**config.mk**
```make
export PLATFORM = sky130hd
export DESIGN_NAME = pb_power_ctrl
export DESIGN_NICKNAME = d
export VERILOG_FILES = /design/src/rtl/pbpc_pkg.sv /design/src/rtl/pbpc_sync.sv /design/src/rtl/pbpc_mstimer.sv /design/src/rtl/pbpc_fsm.sv /design/src/rtl/pb_power_ctrl.sv
export SDC_FILE = /design/constraint.sdc
export NUM_CORES = 1
export LEC_CHECK = 0
export CAP_MARGIN = 5
export CORE_MARGIN = 2
export CORE_UTILIZATION = 30
export DETAILED_ROUTE_END_ITERATION = 8
export PLACE_DENSITY = 0.47
export RECOVER_POWER = 50
export REMOVE_ABC_BUFFERS = 1
export SLEW_MARGIN = 0
export SYNTH_ARGS = -nofsm -noshare
export SYNTH_HDL_FRONTEND = slang
export SYNTH_SLANG_ARGS = --single-unit
```
**constraint.sdc**
```tcl
create_clock -name clk -period 2.8 [get_ports clk]
set_input_delay 0.28 -clock clk [delete_from_list [all_inputs] [get_ports clk]]
set_output_delay 0.28 -clock clk [all_outputs]
set_load 0.005 [all_outputs]
```
**src/rtl/pbpc_pkg.sv**
```systemverilog
package pbpc_pkg;
    typedef enum logic [2:0] {
        ST_OFF    = 3'd0,
        ST_SLEEP  = 3'd1,
        ST_WAIT   = 3'd2,
        ST_ACTIVE = 3'd3,
        ST_DOWN   = 3'd4,
        ST_RESET  = 3'd5
    } pwr_mode_e;
endpackage

```
**src/rtl/pbpc_sync.sv**
```systemverilog
module pbpc_sync #(
    parameter int   STAGES = 2,
    parameter logic INIT   = 1'b1
) (
    input  logic clk,
    input  logic rst_n,
    input  logic d,
    output logic q
);
    logic [STAGES-1:0] sh;

    always_ff @(posedge clk or negedge rst_n) begin
        if (!rst_n) sh <= {STAGES{INIT}};
        else        sh <= {sh[STAGES-2:0], d};
    end

    assign q = sh[STAGES-1];
endmodule

```
**src/rtl/pbpc_mstimer.sv**
```systemverilog
module pbpc_mstimer #(
    parameter int CYC_PER_MS = 1000,
    parameter int MS_W       = 14
) (
    input  logic            clk,
    input  logic            rst_n,
    input  logic            clr,
    output logic [MS_W-1:0] ms
);
    localparam int CYC_W = (CYC_PER_MS > 1) ? $clog2(CYC_PER_MS) : 1;
    localparam logic [CYC_W-1:0] CYC_LAST = CYC_W'(CYC_PER_MS - 1);

    logic [CYC_W-1:0] cyc;

    always_ff @(posedge clk or negedge rst_n) begin
        if (!rst_n) begin
            cyc <= '0;
            ms  <= '0;
        end else if (clr) begin
            cyc <= '0;
            ms  <= '0;
        end else if (cyc == CYC_LAST) begin
            cyc <= '0;
            if (ms != '1) ms <= ms + 1'b1;
        end else begin
            cyc <= cyc + 1'b1;
        end
    end

    // elapsed time never steps backwards unless restarted
    ms_mono_chk: assert property (@(posedge clk) disable iff (!rst_n)
        !clr |=> ms >= $past(ms));
endmodule

```
**src/rtl/pbpc_fsm.sv**
```systemverilog
module pbpc_fsm
    import pbpc_pkg::*;
#(
    parameter int MS_W          = 14,
    parameter int LONG_PRESS_MS = 8000,
    parameter int PWREN_TO_MS   = 5000,
    parameter int RST_MIN_MS    = 1000,
    parameter int OFF_WAIT_MS   = 1000,
    parameter int PD_SEQ_MS     = 11
) (
    input  logic            clk,
    input  logic            rst_n,
    input  logic            pb_s,
    input  logic            xr_s,
    input  logic            pwr_en,
    input  logic            fault,
    input  logic            full_off,
    input  logic            fast_off,
    input  logic [MS_W-1:0] st_ms,
    input  logic [MS_W-1:0] pr_ms,
    output logic            st_clr,
    output logic            pr_clr,
    output pwr_mode_e       mode,
    output logic            aon_q,
    output logic            rails_q,
    output logic            pgood_q
);
    localparam logic [MS_W-1:0] LONG_LIM = MS_W'(LONG_PRESS_MS);
    localparam logic [MS_W-1:0] PWREN_LIM = MS_W'(PWREN_TO_MS);
    localparam logic [MS_W-1:0] RST_LIM = MS_W'(RST_MIN_MS);
    localparam logic [MS_W-1:0] OFFW_LIM = MS_W'(OFF_WAIT_MS);
    localparam logic [MS_W-1:0] PD_LIM = MS_W'(PD_SEQ_MS);

    pwr_mode_e       nx, tgt_q, tgt_d;
    logic            pb_d, from_rst_q;
    logic            pb_fall, long_hit;
    logic [MS_W-1:0] wait_lim;

    assign pb_fall  = pb_d & ~pb_s;
    assign long_hit = (pr_ms >= LONG_LIM);
    assign wait_lim = from_rst_q ? OFFW_LIM : PWREN_LIM;
    assign st_clr   = (nx != mode);
    assign pr_clr   = pb_s | (mode == ST_RESET);

    always_comb begin
        nx    = mode;
        tgt_d = tgt_q;
        if (!xr_s && mode != ST_RESET) begin
            nx = ST_RESET;
        end else begin
            unique case (mode)
                ST_OFF, ST_SLEEP: begin
                    if (pb_fall) nx = ST_WAIT;
                end
                ST_WAIT: begin
                    if (pwr_en)                nx = ST_ACTIVE;
                    else if (st_ms >= wait_lim) nx = ST_OFF;
                end
                ST_ACTIVE: begin
                    if (long_hit) begin
                        tgt_d = ST_RESET;
                        nx    = fast_off ? ST_RESET : ST_DOWN;
                    end else if (!pwr_en) begin
                        tgt_d = full_off ? ST_OFF : ST_SLEEP;
                        nx    = fast_off ? tgt_d : ST_DOWN;
                    end
                end
                ST_DOWN: begin
                    if (fault)                nx = ST_OFF;
                    else if (st_ms >= PD_LIM) nx = tgt_q;
                end
                ST_RESET: begin
                    if (xr_s && st_ms >= RST_LIM) nx = ST_WAIT;
                end
                default: nx = ST_OFF;
            endcase
        end
    end

    // state register
    always_ff @(posedge clk or negedge rst_n) begin
        if (!rst_n) begin
            mode       <= ST_OFF;
            tgt_q      <= ST_OFF;
            pb_d       <= 1'b1;
            from_rst_q <= 1'b0;
        end else begin
            mode  <= nx;
            tgt_q <= tgt_d;
            pb_d  <= pb_s;
            if (nx == ST_WAIT && mode != ST_WAIT) from_rst_q <= (mode == ST_RESET);
        end
    end

    // outputs, loaded from the next mode so they move with it
    always_ff @(posedge clk or negedge rst_n) begin
        if (!rst_n) begin
            aon_q   <= 1'b0;
            rails_q <= 1'b0;
            pgood_q <= 1'b0;
        end else begin
            unique case (nx)
                ST_ACTIVE: begin
                    aon_q   <= 1'b1;
                    rails_q <= 1'b1;
                    pgood_q <= 1'b1;
                end
                ST_SLEEP, ST_WAIT, ST_DOWN: begin
                    aon_q   <= 1'b1;
                    rails_q <= 1'b0;
                    pgood_q <= 1'b0;
                end
                default: begin
                    aon_q   <= 1'b0;
                    rails_q <= 1'b0;
                    pgood_q <= 1'b0;
                end
            endcase
        end
    end


    wait_aon_chk: assert property (@(posedge clk) disable iff (!rst_n)
        (mode == ST_WAIT) |-> (aon_q && !rails_q && !pgood_q));


    reset_dark_chk: assert property (@(posedge clk) disable iff (!rst_n)
        (mode == ST_RESET) |-> (!aon_q && !rails_q && !pgood_q));


    out_steady_chk: assert property (@(posedge clk) disable iff (!rst_n)
        (mode == $past(mode)) |-> ($stable(aon_q) && $stable(rails_q) && $stable(pgood_q)));


    pgood_first_chk: assert property (@(posedge clk) disable iff (!rst_n)
        ($fell(aon_q) && $past(mode) == ST_DOWN) |-> $past(!pgood_q && !rails_q));
endmodule

```
**src/rtl/pb_power_ctrl.sv**
```systemverilog
module pb_power_ctrl
    import pbpc_pkg::*;
#(
    parameter int CYC_PER_MS    = 1000,
    parameter int LONG_PRESS_MS = 8000,
    parameter int PWREN_TO_MS   = 5000,
    parameter int RST_MIN_MS    = 1000,
    parameter int OFF_WAIT_MS   = 1000,
    parameter int PD_SEQ_MS     = 11,
    parameter int SYNC_STAGES   = 2
) (
    input  logic       clk,
    input  logic       rst_n,
    input  logic       pb_n,
    input  logic       ext_rst_n,
    input  logic       pwr_en,
    input  logic       fault,
    input  logic       cfg_full_off,
    input  logic       cfg_fast_off,
    output logic       aon_en,
    output logic       rails_en,
    output logic       pgood,
    output logic [2:0] mode_o
);
    localparam int MAX_A  = (LONG_PRESS_MS > PWREN_TO_MS) ? LONG_PRESS_MS : PWREN_TO_MS;
    localparam int MAX_B  = (RST_MIN_MS > OFF_WAIT_MS) ? RST_MIN_MS : OFF_WAIT_MS;
    localparam int MAX_C  = (MAX_A > MAX_B) ? MAX_A : MAX_B;
    localparam int MAX_MS = (MAX_C > PD_SEQ_MS) ? MAX_C : PD_SEQ_MS;
    localparam int MS_W   = $clog2(MAX_MS + 2);
    localparam int N_TMR  = 2;

    logic                  pb_s, xr_s;
    logic                  st_clr, pr_clr;
    logic [N_TMR-1:0]      tmr_clr;
    logic [MS_W-1:0]       tmr_ms [N_TMR];
    pwr_mode_e             mode;

    pbpc_sync #(.STAGES(SYNC_STAGES), .INIT(1'b1)) u_sync_pb (
        .clk(clk), .rst_n(rst_n), .d(pb_n), .q(pb_s));

    pbpc_sync #(.STAGES(SYNC_STAGES), .INIT(1'b1)) u_sync_xr (
        .clk(clk), .rst_n(rst_n), .d(ext_rst_n), .q(xr_s));

    assign tmr_clr = {pr_clr, st_clr};

    for (genvar i = 0; i < N_TMR; i++) begin : g_tmr
        pbpc_mstimer #(.CYC_PER_MS(CYC_PER_MS), .MS_W(MS_W)) u_tmr (
            .clk(clk), .rst_n(rst_n), .clr(tmr_clr[i]), .ms(tmr_ms[i]));
    end

    pbpc_fsm #(
        .MS_W(MS_W), .LONG_PRESS_MS(LONG_PRESS_MS), .PWREN_TO_MS(PWREN_TO_MS),
        .RST_MIN_MS(RST_MIN_MS), .OFF_WAIT_MS(OFF_WAIT_MS), .PD_SEQ_MS(PD_SEQ_MS)
    ) u_fsm (
        .clk(clk), .rst_n(rst_n), .pb_s(pb_s), .xr_s(xr_s), .pwr_en(pwr_en),
        .fault(fault), .full_off(cfg_full_off), .fast_off(cfg_fast_off),
        .st_ms(tmr_ms[0]), .pr_ms(tmr_ms[1]), .st_clr(st_clr), .pr_clr(pr_clr),
        .mode(mode), .aon_q(aon_en), .rails_q(rails_en), .pgood_q(pgood));

    assign mode_o = mode;
endmodule

```
==> flow_summary.yaml <==
routing:
  postRouteAntennaNets: 0
  dr.pass1.iters: 4
  wirelength_mm: 6.28
  drt-initial-drc-count: 114
  via_count: 2308
  drc: 0
  viasPerCell: 4.74
  drt-wirelength-per-cell_um: 12.9
clock_network:
  cts.sinks: 59
  root_buffer: "clkbuf_8"
  numCtsBuffers: 9
  clk_latency_ps: 340
  clk_path_buf_depth: 2
  cts_max_level: 3
  post_cts_resized: 0
  cts_tree: "built"
  clk_pin_slew_worst_paths_ps: 60
worst_setup_path:
  endpoint_kind: "register"
  crit_path_cell_trace: "ha_1 > nor2b_1 > o31a_1 > o211a_1 > or3_4 > nor3b_2 > o31ai_4 > buf_12 > nor3_1"
  crit_buf_inv: 1
  crit_path_start_kind: "register"
  crit_path_max_incr_delay_ps: 420
  critPathRequiredTime_ps: 3050
  crit_family: "simple AND/OR/NAND/NOR gates"
  critPathArrivalTime_ps: 2760
  cp_slowest_cell: "dfrtp_1"
  path_max_fanout: 23
  worst-setup-path-type: "reg2reg"
min_path:
  hp-class: "reg2reg"
cells_and_area:
  diodes: 0
  final_common_cell: "nor2_1"
  design_area_um2: 3620
  final_nets: 363
  drive_gt1_share_pct: 10.3
  syn2layout_area_growth_pct: 17.2
  most-common-layout-cells: "nor2_1 (55), dfrtp_1 (54), nand2_1 (22), nand3_1 (21)"
floorplanning:
  die_x_um: 106
  rows: 37
  start_util_pct: 30.4
  chipHeight_um: 106
  die-area_um2: 11100
  ioPinCount: 14
  core-area_um2: 10200
global_route:
  grt_pass1_vias: 2191
  antenna_found_initial: 0
  grt_start_max_net_pins: 29
  track_usage_pct: 12.4
  grt-ovfl-total: 0
  grt_pass1_wl_mm: 10.9
synth:
  synth_cells: 325
  synth_top_area_cell: "dfrtp_1"
  synth-edff-count: 0
  ys_ff_latch: 59
  async_flop_share_pct: 100
  synth_cell_types: 46
  synth_top_area_share_pct: 43.7
  yosys_warnings: 0
  syn_avg_cell_area_um2: 9.52
  syn-cell-area_um2: 3090
  ys_seq_area_share_pct: 47.9
  ys_top_cells_by_area: "dfrtp_1 (44%), nor2_1 (6.7%), xnor2_1 (5.7%), xor2_1 (4.8%), dfstp_2 (4.2%)"
  synthFlopType: "dfrtp_1"
timing:
  clock.fmax_mhz: 398
  min_period_over_period_pct: 89.7
  finalHoldViolations: 0
  clock_skew_ps: 13.2
  tns_ps: 0
  drv_slew: 29
  finalSetupViolCount: 0
  worst_slew_pin_slew_ps: 1530
  finalCriticalPeriod_ps: 2510
  slew_headroom_pct: -1.82
  rsz0062_at_grt: "false"
  setup_ws_ps: 287
power_and_ir_drop:
  leakagePower_uw: 0.00147
  power_density_nw_per_um2: 491
  ir_drop_mv: 0.272
outcome:
  violations: "max-capacitance violations, max-slew violations"
  status: "finished with violations"
placed_design:
  hpwlAfterDp_mm: 4.40
  routabilityCongestion: 0.831
  io_buffers: 13
  pre_cts_slack_ps: 295
  dpl-instance-area_um2: 3390
run:
  max-cap-violations: 1
-- cell type report --
cell class / instances / area [µm²]
well taps: 136 / 170
inverters: 13 / 48.8
flip-flops and latches: 59 / 1480
clock buffers: 12 / 155
clock inverters: 4 / 72.6
fillers: 1059 / 6560
repair buffers: 20 / 185
multi-input cells: 243 / 1510
-- what timing repair did --
action	4_1_cts	5_1_grt
endpoints found under the hold margin	26	0
hold buffers	1	0
setup buffers	0	0
-- metrics by stage --
step	total power, µW	util, %	hold slack (ps)	std cells
3_3_place_gp	912	33.3	344	470
2_1_floorplan	879	-	-15.6	315
6_report	1780	35.6	361	487
5_1_grt	1860	35.6	365	487
4_1_cts	1820	35.7	325	487
3_5_place_dp	912	33.3	347	470
-- worst register-to-register path, cell delays in order (launching register included) --
cell	delay [ps]
dfrtp_1	420
ha_1	270
nor2b_1	150
o31a_1	250
o211a_1	250
or3_4	390
nor3b_2	250
o31ai_4	110
buf_12	170
nor3_1	180
-- kinds of logic after synthesis --
group                    synth area share [%]
multiplexers                            0.647
buffers and inverters                    3.28
AND/OR/NAND/NOR                          26.2
flip-flops                               47.9
AO/OA/AOI/OAI                            7.81
adder cells (fa/ha/maj)                  3.64
XOR/XNOR                                 10.5
-- report_power, final --
part / internal, µW / switching (µW) / leakage (µW)
Sequential: 859 / 3.61 / 0.000771
Combinational: 10.0 / 21.1 / 0.000583
Clock: 548 / 338 / 0.000113
Total: 1420 / 363 / 0.00147
-- state kept, by name, summed over array words and instances, names as in the netlist --
signal	count
u_fsm.aon_q	1
g_tmr.u_tmr.ms	26
g_tmr.u_tmr.cyc	20
u_fsm.rails_q	1
u_sync_pb.sh	2
u_fsm.pb_d	1
u_fsm.from_rst_q	1
u_sync_xr.sh	2
u_fsm.tgt_q	2
u_fsm.mode	3
-- worst paths after layout --
path                                                   from                          endpoint  slack [ps]  cells after the start
setup / recovery           g_tmr[0].u_tmr.ms[0]$_DFFE_PN0P_   g_tmr[0].u_tmr.cyc[3]$_DFF_PN0_         290                      9
hold / removal                    u_sync_pb.sh[0]$_DFF_PN1_         u_sync_pb.sh[1]$_DFF_PN1_         360                      0
setup reg to reg           g_tmr[0].u_tmr.ms[0]$_DFFE_PN0P_   g_tmr[0].u_tmr.cyc[3]$_DFF_PN0_         290                      9
hold reg to reg                   u_sync_pb.sh[0]$_DFF_PN1_         u_sync_pb.sh[1]$_DFF_PN1_         360                      0
max in group asynchronous                             rst_n  g_tmr[0].u_tmr.ms[0]$_DFFE_PN0P_         630                      3
min in group asynchronous                             rst_n             u_fsm.aon_q$_DFF_PN0_         850                      2
-- cell usage after synthesis (2+ instances only) --
library cell / number
nor2_1: 55
dfrtp_1: 54
nand2_1: 22
nand3_1: 21
nor3_1: 20
xnor2_1: 20
xor2_1: 17
inv_1: 13
o21ai_0: 10
ha_1: 9
nand4_1: 9
a21oi_1: 7
and3_1: 7
clkbuf_1: 5
dfstp_2: 5
nor3_2: 5
a31oi_1: 4
and2_1: 3
buf_2: 3
o2111ai_1: 3
mux2i_1: 2
nand2b_1: 2
nand4b_1: 2
nor2b_1: 2
nor4_2: 2
o211ai_1: 2
o21ai_1: 2
-- metal layers --
layer	wire, µm	global-route usage [%]
met1	3180	17.5
met2	2780	18.2
met3	225	3.65
met4	92	3.95
met5	0	0
Power figures use the tool's default switching activity.
